File: src/rtl/fes_pkg.sv
package fes_pkg;
  localparam int XLEN = 32;
  localparam int NREG = 16;
  localparam int RIDX = $clog2(NREG);
  localparam int IMMW = 16;

  typedef enum logic [2:0] {ST_FETCH, ST_IWAIT, ST_DREQ, ST_DWAIT, ST_HALT} state_e;

  typedef enum logic [3:0] {
    K_NOP, K_STOP, K_JMP, K_JREG, K_BRC, K_LDI, K_LOAD, K_STORE, K_ALU, K_ALUI, K_CMP
  } kind_e;

  typedef struct packed {
    kind_e            kind;
    logic [2:0]       func;
    logic [RIDX-1:0]  rd;
    logic [RIDX-1:0]  rs1;
    logic [RIDX-1:0]  rs2;
    logic [XLEN-1:0]  imm;
  } dec_t;
endpackage

File: src/rtl/fes_decode.sv
module fes_decode
  import fes_pkg::*;
(
  input  logic [XLEN-1:0] word,
  output dec_t            dec
);
  always_comb begin
    dec.rd   = word[26:23];
    dec.rs1  = word[22:19];
    dec.rs2  = word[18:15];
    dec.func = word[29:27];
    dec.imm  = {{(XLEN-IMMW){word[IMMW-1]}}, word[IMMW-1:0]};
    unique case (word[31:30])
      2'b01:   dec.kind = K_ALU;
      2'b10:   dec.kind = K_ALUI;
      2'b11:   dec.kind = K_CMP;
      default: begin
        unique case (word[29:27])
          3'd1:    dec.kind = K_STOP;
          3'd2:    dec.kind = K_JMP;
          3'd3:    dec.kind = K_JREG;
          3'd4:    dec.kind = K_BRC;
          3'd5:    dec.kind = K_LDI;
          3'd6:    dec.kind = K_LOAD;
          3'd7:    dec.kind = K_STORE;
          default: dec.kind = K_NOP;
        endcase
      end
    endcase
  end
endmodule

File: src/rtl/fes_regfile.sv
module fes_regfile #(
  parameter int W = 32,
  parameter int N = 16,
  localparam int AW = $clog2(N)
) (
  input  logic          clk,
  input  logic          rst_n,
  input  logic          we,
  input  logic [AW-1:0] waddr,
  input  logic [W-1:0]  wdata,
  input  logic [AW-1:0] ra_a,
  output logic [W-1:0]  rd_a,
  input  logic [AW-1:0] ra_b,
  output logic [W-1:0]  rd_b
);
  logic [W-1:0] regs_q [N];
  logic [W-1:0] wval;

  // register 0 keeps zero: any write to it stores zero
  assign wval = (waddr == '0) ? '0 : wdata;

  always_ff @(posedge clk or negedge rst_n) begin
    if (!rst_n) begin
      for (int i = 0; i < N; i++) regs_q[i] <= '0;
    end else if (we) begin
      regs_q[waddr] <= wval;
    end
  end

  assign rd_a = regs_q[ra_a];
  assign rd_b = regs_q[ra_b];
endmodule

File: src/rtl/fes_cyclimit.sv
module fes_cyclimit #(
  parameter int LOG = 16
) (
  input  logic clk,
  input  logic rst_n,
  output logic hit
);
  localparam logic [LOG:0] MAXC = {1'b1, {LOG{1'b0}}};
  logic [LOG:0] cnt_q, cnt_n;

  always_comb begin
    cnt_n = cnt_q;
    if (cnt_q != MAXC) cnt_n = cnt_q + 1'b1;
  end

  always_ff @(posedge clk or negedge rst_n) begin
    if (!rst_n) cnt_q <= '0;
    else        cnt_q <= cnt_n;
  end

  assign hit = (cnt_q == MAXC);
endmodule

File: src/rtl/fetch_exec_seq.sv
module fetch_exec_seq
  import fes_pkg::*;
#(
  parameter int LOG_MAX_CYCLES = 16
) (
  input  logic            clk,
  input  logic            rst_n,
  output logic            imem_req_valid,
  input  logic            imem_req_ready,
  output logic [XLEN-1:0] imem_req_addr,
  input  logic            imem_rsp_valid,
  input  logic [XLEN-1:0] imem_rsp_data,
  output logic            dmem_req_valid,
  input  logic            dmem_req_ready,
  output logic            dmem_req_we,
  output logic [XLEN-1:0] dmem_req_addr,
  output logic [XLEN-1:0] dmem_req_wdata,
  input  logic            dmem_rsp_valid,
  input  logic [XLEN-1:0] dmem_rsp_data,
  output logic [2:0]      alu_func,
  output logic [XLEN-1:0] alu_a,
  output logic [XLEN-1:0] alu_b,
  input  logic [XLEN-1:0] alu_result,
  input  logic            alu_flag,
  output logic            halted
);
  state_e          st_q, st_n;
  logic [XLEN-1:0] pc_q, pc_n, pc_inc;
  logic [XLEN-1:0] ir_q, ir_n;
  logic            flag_q, flag_n;
  logic [XLEN-1:0] daddr_q, daddr_n, dwdata_q, dwdata_n;
  logic            dwe_q, dwe_n;
  logic            lim_hit;
  logic [XLEN-1:0] dec_word;
  dec_t            dec;
  logic            rf_we;
  logic [RIDX-1:0] rf_waddr, rb_idx;
  logic [XLEN-1:0] rf_wdata, rd_a, rd_b;

  // the word being executed comes straight from the port; a data reply uses the held one
  assign dec_word = (st_q == ST_IWAIT) ? imem_rsp_data : ir_q;
  assign rb_idx   = (dec.kind == K_STORE) ? dec.rd : dec.rs2;
  assign pc_inc   = pc_q + 1'b1;

  fes_decode u_dec (.word(dec_word), .dec(dec));

  fes_regfile #(.W(XLEN), .N(NREG)) u_rf (
    .clk(clk), .rst_n(rst_n), .we(rf_we), .waddr(rf_waddr), .wdata(rf_wdata),
    .ra_a(dec.rs1), .rd_a(rd_a), .ra_b(rb_idx), .rd_b(rd_b)
  );

  fes_cyclimit #(.LOG(LOG_MAX_CYCLES)) u_lim (.clk(clk), .rst_n(rst_n), .hit(lim_hit));

  always_comb begin
    st_n     = st_q;
    pc_n     = pc_q;
    ir_n     = ir_q;
    flag_n   = flag_q;
    daddr_n  = daddr_q;
    dwe_n    = dwe_q;
    dwdata_n = dwdata_q;
    rf_we    = 1'b0;
    rf_waddr = dec.rd;
    rf_wdata = alu_result;
    unique case (st_q)
      ST_FETCH: if (imem_req_ready) st_n = ST_IWAIT;
      ST_IWAIT: begin
        if (imem_rsp_valid) begin
          ir_n = imem_rsp_data;
          st_n = ST_FETCH;
          pc_n = pc_inc;
          unique case (dec.kind)
            K_STOP: begin st_n = ST_HALT; pc_n = pc_q; end
            K_JMP:  pc_n = dec.imm;
            K_JREG: pc_n = rd_a;
            K_BRC:  if (flag_q) pc_n = dec.imm;
            K_LDI:  begin rf_we = 1'b1; rf_wdata = dec.imm; end
            K_ALU, K_ALUI: rf_we = 1'b1;
            K_CMP:  flag_n = alu_flag;
            K_LOAD, K_STORE: begin
              pc_n     = pc_q;
              st_n     = ST_DREQ;
              daddr_n  = rd_a + dec.imm;
              dwe_n    = (dec.kind == K_STORE);
              dwdata_n = rd_b;
            end
            default: ;
          endcase
        end
      end
      ST_DREQ: if (dmem_req_ready) st_n = ST_DWAIT;
      ST_DWAIT: begin
        if (dmem_rsp_valid) begin
          st_n     = ST_FETCH;
          pc_n     = pc_inc;
          rf_we    = !dwe_q;
          rf_wdata = dmem_rsp_data;
        end
      end
      default: ;
    endcase
    if (lim_hit) begin
      st_n  = ST_HALT;
      rf_we = 1'b0;
    end
  end

  always_ff @(posedge clk or negedge rst_n) begin
    if (!rst_n) begin
      st_q     <= ST_FETCH;
      pc_q     <= '0;
      ir_q     <= '0;
      flag_q   <= 1'b0;
      daddr_q  <= '0;
      dwe_q    <= 1'b0;
      dwdata_q <= '0;
    end else begin
      st_q     <= st_n;
      pc_q     <= pc_n;
      ir_q     <= ir_n;
      flag_q   <= flag_n;
      daddr_q  <= daddr_n;
      dwe_q    <= dwe_n;
      dwdata_q <= dwdata_n;
    end
  end

  assign imem_req_valid = (st_q == ST_FETCH) && !lim_hit;
  assign imem_req_addr  = pc_q;
  assign dmem_req_valid = (st_q == ST_DREQ) && !lim_hit;
  assign dmem_req_we    = dwe_q;
  assign dmem_req_addr  = daddr_q;
  assign dmem_req_wdata = dwdata_q;
  assign alu_func       = dec.func;
  assign alu_a          = rd_a;
  assign alu_b          = (dec.kind == K_ALUI) ? dec.imm : rd_b;
  assign halted         = (st_q == ST_HALT) || lim_hit;
endmodule

File: config.mk
export PLATFORM = sky130hd
export DESIGN_NAME = fetch_exec_seq
export DESIGN_NICKNAME = d
export VERILOG_FILES = /design/src/rtl/fes_pkg.sv /design/src/rtl/fes_decode.sv /design/src/rtl/fes_regfile.sv /design/src/rtl/fes_cyclimit.sv /design/src/rtl/fetch_exec_seq.sv
export SDC_FILE = /design/constraint.sdc
export NUM_CORES = 2
export LEC_CHECK = 0
export BUFFER_PORTS_ARGS = -buffer_cell sky130_fd_sc_hd__buf_2
export CORE_UTILIZATION = 40
export CTS_BUF_LIST = sky130_fd_sc_hd__clkbuf_4
export DETAILED_ROUTE_END_ITERATION = 8
export PLACE_DENSITY = 0.59
export SYNTH_ARGS = -nofsm -noshare
export SYNTH_HDL_FRONTEND = slang
export SYNTH_SLANG_ARGS = --single-unit
File: constraint.sdc
create_clock -name clk -period 7 [get_ports clk]
set_input_delay 1.05 -clock clk [delete_from_list [all_inputs] [get_ports clk]]
set_output_delay 1.05 -clock clk [all_outputs]
set_load 0.03 [all_outputs]
==> impl_metrics.env <==
export IMPL_status="finished clean"
export IMPL_cts_htree_levels=4
export IMPL_totalWireLength_mm=147
export IMPL_grt_pass1_vias=33700
export IMPL_finClkSkew_ns=0.0523
export IMPL_grt_pass1_wl_mm=219
export IMPL_placement_setup_worst_slack_ns=1.07
export IMPL_clockPowerShare=0.469
export IMPL_synthFlopType="dfrtp_1"
export IMPL_fin_crit_sh=0.954
export IMPL_routabilityCongestion=0.941
export IMPL_synth_seq_cells=662
export IMPL_layout_commonest_cell="nand2_1"
export IMPL_required_ns=5.95
export IMPL_ys_async_sr_fraction=1.00
export IMPL_antenna_found_initial=5
export IMPL_drive_gt1_frac=0.188
export IMPL_setup_viol=0
export IMPL_cts_root_buffer="clkbuf_4"
export IMPL_cp_arrival_ns=5.63
export IMPL_synthCells=4311
export IMPL_power_frac_comb=0.029
export IMPL_syn2layout_area_growth_pct=12.9
export IMPL_slew_headroom=0.121
export IMPL_drt_vias_per_instance=5.99
export IMPL_io_pins=270
export IMPL_p_sw_frac=0.251
export IMPL_grt_max_degree=171
export IMPL_cts_sinks=662
export IMPL_dpl_cell_count=5568
export IMPL_synth_edf_count=0
export IMPL_place_hpwl_mm=91.7
export IMPL_initial_core_util=0.404
export IMPL_mostFrequentLayoutCells="nand2_1, dfrtp_1, o21ai_0, buf_2, clkbuf_4"
export IMPL_max_cap_violations=0
export IMPL_end_kind="primary output"
export IMPL_fmax_ghz=0.150
export IMPL_final_area_um2=42600
export IMPL_core_um2=93300
export IMPL_placementRows=112
export IMPL_syn_avg_cell_area_um2=8.76
export IMPL_seq_power_share=0.502
export IMPL_nets=4632
export IMPL_r2r_cells=19
export IMPL_clkLatencyLatePin_ns=1.08
export IMPL_hold_viol=0
export IMPL_crit_type="flop to primary output"
export IMPL_worst_slew_pin_slew_ns=1.32
export IMPL_synth_fp_nets=4449
export IMPL_ant_nets=0
export IMPL_grt_overflow=0
export IMPL_critPathLaunchType="flop"
export IMPL_critPathMaxFanout=98
export IMPL_use_met1=0.402
export IMPL_timing_final_ws_setup_ns=0.323
export IMPL_p_sw_mw=1.92
export IMPL_clockBufferDepth=3
export IMPL_ys_seq_area_frac=0.439
export IMPL_dr_first_iter_drc_count=3767
export IMPL_cts_clk_slew_worst_paths_ns=0.07
export IMPL_gr_max_usage_layer="met2"
export IMPL_vias=35300
export IMPL_post_dp_cell_area_um2=40300
export IMPL_stdcell_count=5892
export IMPL_numCtsBuffers=177
export IMPL_post_drt_wl_per_cell_um=24.9
export IMPL_fp_dieW_um=309
export IMPL_first_pass_iters=8
export IMPL_rsz0062_at_grt="false"
export IMPL_die_area_um2=95600
export IMPL_grtUsageMet2=0.468
export IMPL_ir_worst_vdd_uv=147
export IMPL_track_usage=0.308
export IMPL_p_leak_nw=18.6
export IMPL_cts_tree="yes"
export IMPL_gr_usage_met3=0.0771
export IMPL_portBuffers=269
export IMPL_drc_errors=0
export IMPL_min_period_ns=6.68
export IMPL_drv_slew=0
export IMPL_die_h_um=309
export IMPL_p_int_mw=5.71
export IMPL_yosys_warnings=0
export IMPL_yosysUniqueCellTypes=73
export IMPL_syn_area_um2=37700
export IMPL_power_density_nw_per_um2=179
export IMPL_timing_setup_tns_ns=0
export IMPL_hp_class="primary input to flop"
export IMPL_postCtsSetupBuffers=0
export IMPL_hold_path_depth=2
-- kinds of logic (layout without fill, tap and decap cells) --
family	Yosys count	after routing	synth area share
buffers and inverters	437	757	0.0476
adder cells (fa/ha/maj)	35	35	0.0118
other	0	7	0
flip-flops	662	662	0.439
AO/OA/AOI/OAI	1051	1051	0.165
XOR/XNOR	66	66	0.0153
multiplexers	277	277	0.114
AND/OR/NAND/NOR	1783	1783	0.208
-- power groups by stage --
stage / clock [mW] / sequential, mW / combinational (mW)
finish: 3.58 / 3.83 / 0.218
global route: 3.86 / 3.83 / 0.242
CTS: 3.65 / 3.83 / 0.223
detailed placement: 0 / 3.90 / 0.222
global placement: 0 / 3.90 / 0.222
floorplan: 0 / 3.91 / 0.0479
-- layer usage --
| layer | share of wire | wire, µm |
|---|---|---|
| met4 | 0.053 | 7790 |
| met5 | 0.00018 | 27 |
| met1 | 0.40 | 59400 |
| met2 | 0.44 | 64700 |
| met3 | 0.10 | 14900 |
-- final timing paths --
path | end | start | slack (ns)
min in group asynchronous | u_lim.cnt_q[11]$_DFFE_PN0N_ | rst_n | 0.60
setup / recovery | alu_b[20] | st_q[0]$_DFFE_PN0P_ | 0.32
hold reg to reg | dmem_req_addr[0]$_DFFE_PN0P_ | dmem_req_addr[0]$_DFFE_PN0P_ | 0.47
hold / removal | flag_q$_DFFE_PN0P_ | alu_flag | 0.23
setup reg to reg | dmem_req_addr[24]$_DFFE_PN0P_ | st_q[0]$_DFFE_PN0P_ | 1.05
max in group asynchronous | u_rf.regs_q[56]$_DFFE_PN0P_ | rst_n | 4.85
-- worst max-delay path, cell delays in order, from the launching register on --
cell     delay (ns)
dfrtp_1        0.47
or3b_4         0.45
buf_4          0.38
mux2i_2        0.43
inv_1          0.10
mux2i_1        0.33
mux2_8         0.84
buf_12         0.32
mux4_2         0.53
nand2_1        0.08
and3_1         0.28
buf_2          0.24
-- flip-flops by register name, indices dropped and copies added, names as in the netlist --
| name | flops |
|---|---|
| u_rf.regs_q | 512 |
| dmem_req_addr | 32 |
| dmem_req_wdata | 32 |
| imem_req_addr | 32 |
| ir_q | 32 |
| u_lim.cnt_q | 17 |
| st_q | 3 |
| dmem_req_we | 1 |
| flag_q | 1 |
-- area by class of cell --
type / instances / area, µm²
Clock buffer: 264 / 1980
Multi-Input combinational cell: 3212 / 19600
Fill cell: 9269 / 50700
Tap cell: 1254 / 1570
Clock inverter: 52 / 308
Inverter: 58 / 218
Antenna cell: 7 / 17.5
Timing Repair Buffer: 383 / 2340
Sequential cell: 662 / 16600
-- cells in the mapped netlist, types with 13 or more instances --
cell type	number	area, µm²
nand2_1	1169	4390
mux2_2	39	439
and2_1	23	144
buf_4	13	97.6
o221ai_1	15	131
a21o_1	24	180
buf_2	63	315
o21ai_0	557	2790
mux2i_1	119	1190
o211ai_1	19	143
dfrtp_1	662	16600
xor2_1	23	201
nor2_1	103	387
inv_1	58	218
mux4_2	117	2640
nand2b_1	16	100
a31oi_1	73	457
o22ai_1	44	275
nor3_1	21	105
a211oi_1	43	323
a21oi_1	128	641
buf_1	28	105
a311oi_1	26	228
clkbuf_1	271	1020
xnor2_1	43	377
nand3_1	132	661
ha_1	34	425
and3_1	62	388
o2111ai_1	18	158
nor2b_1	53	332
a221o_1	17	170
o21a_1	19	143
nand4_1	159	995
a221oi_1	30	263
-- per-stage QoR --
stage / util / power [mW] / hold WS [ns]
after CTS: 0.456 / 7.70 / 0.170
after global placement: 0.432 / 4.13 / 0.462
after detailed placement: 0.432 / 4.13 / 0.460
after floorplan: - / 3.96 / 0.461
after global routing: 0.456 / 7.93 / 0.223
final: 0.457 / 7.63 / 0.229
-- repair_timing --
| item | 4_1_cts | 5_1_grt |
|---|---|---|
| hold buffers | 1 | 0 |
| resized for setup | 0 | 2 |
| hold endpoints to repair | 31 | 0 |
| endpoints found under the setup margin | 0 | 5 |
No activity file was read; power rests on OpenSTA's default activity.
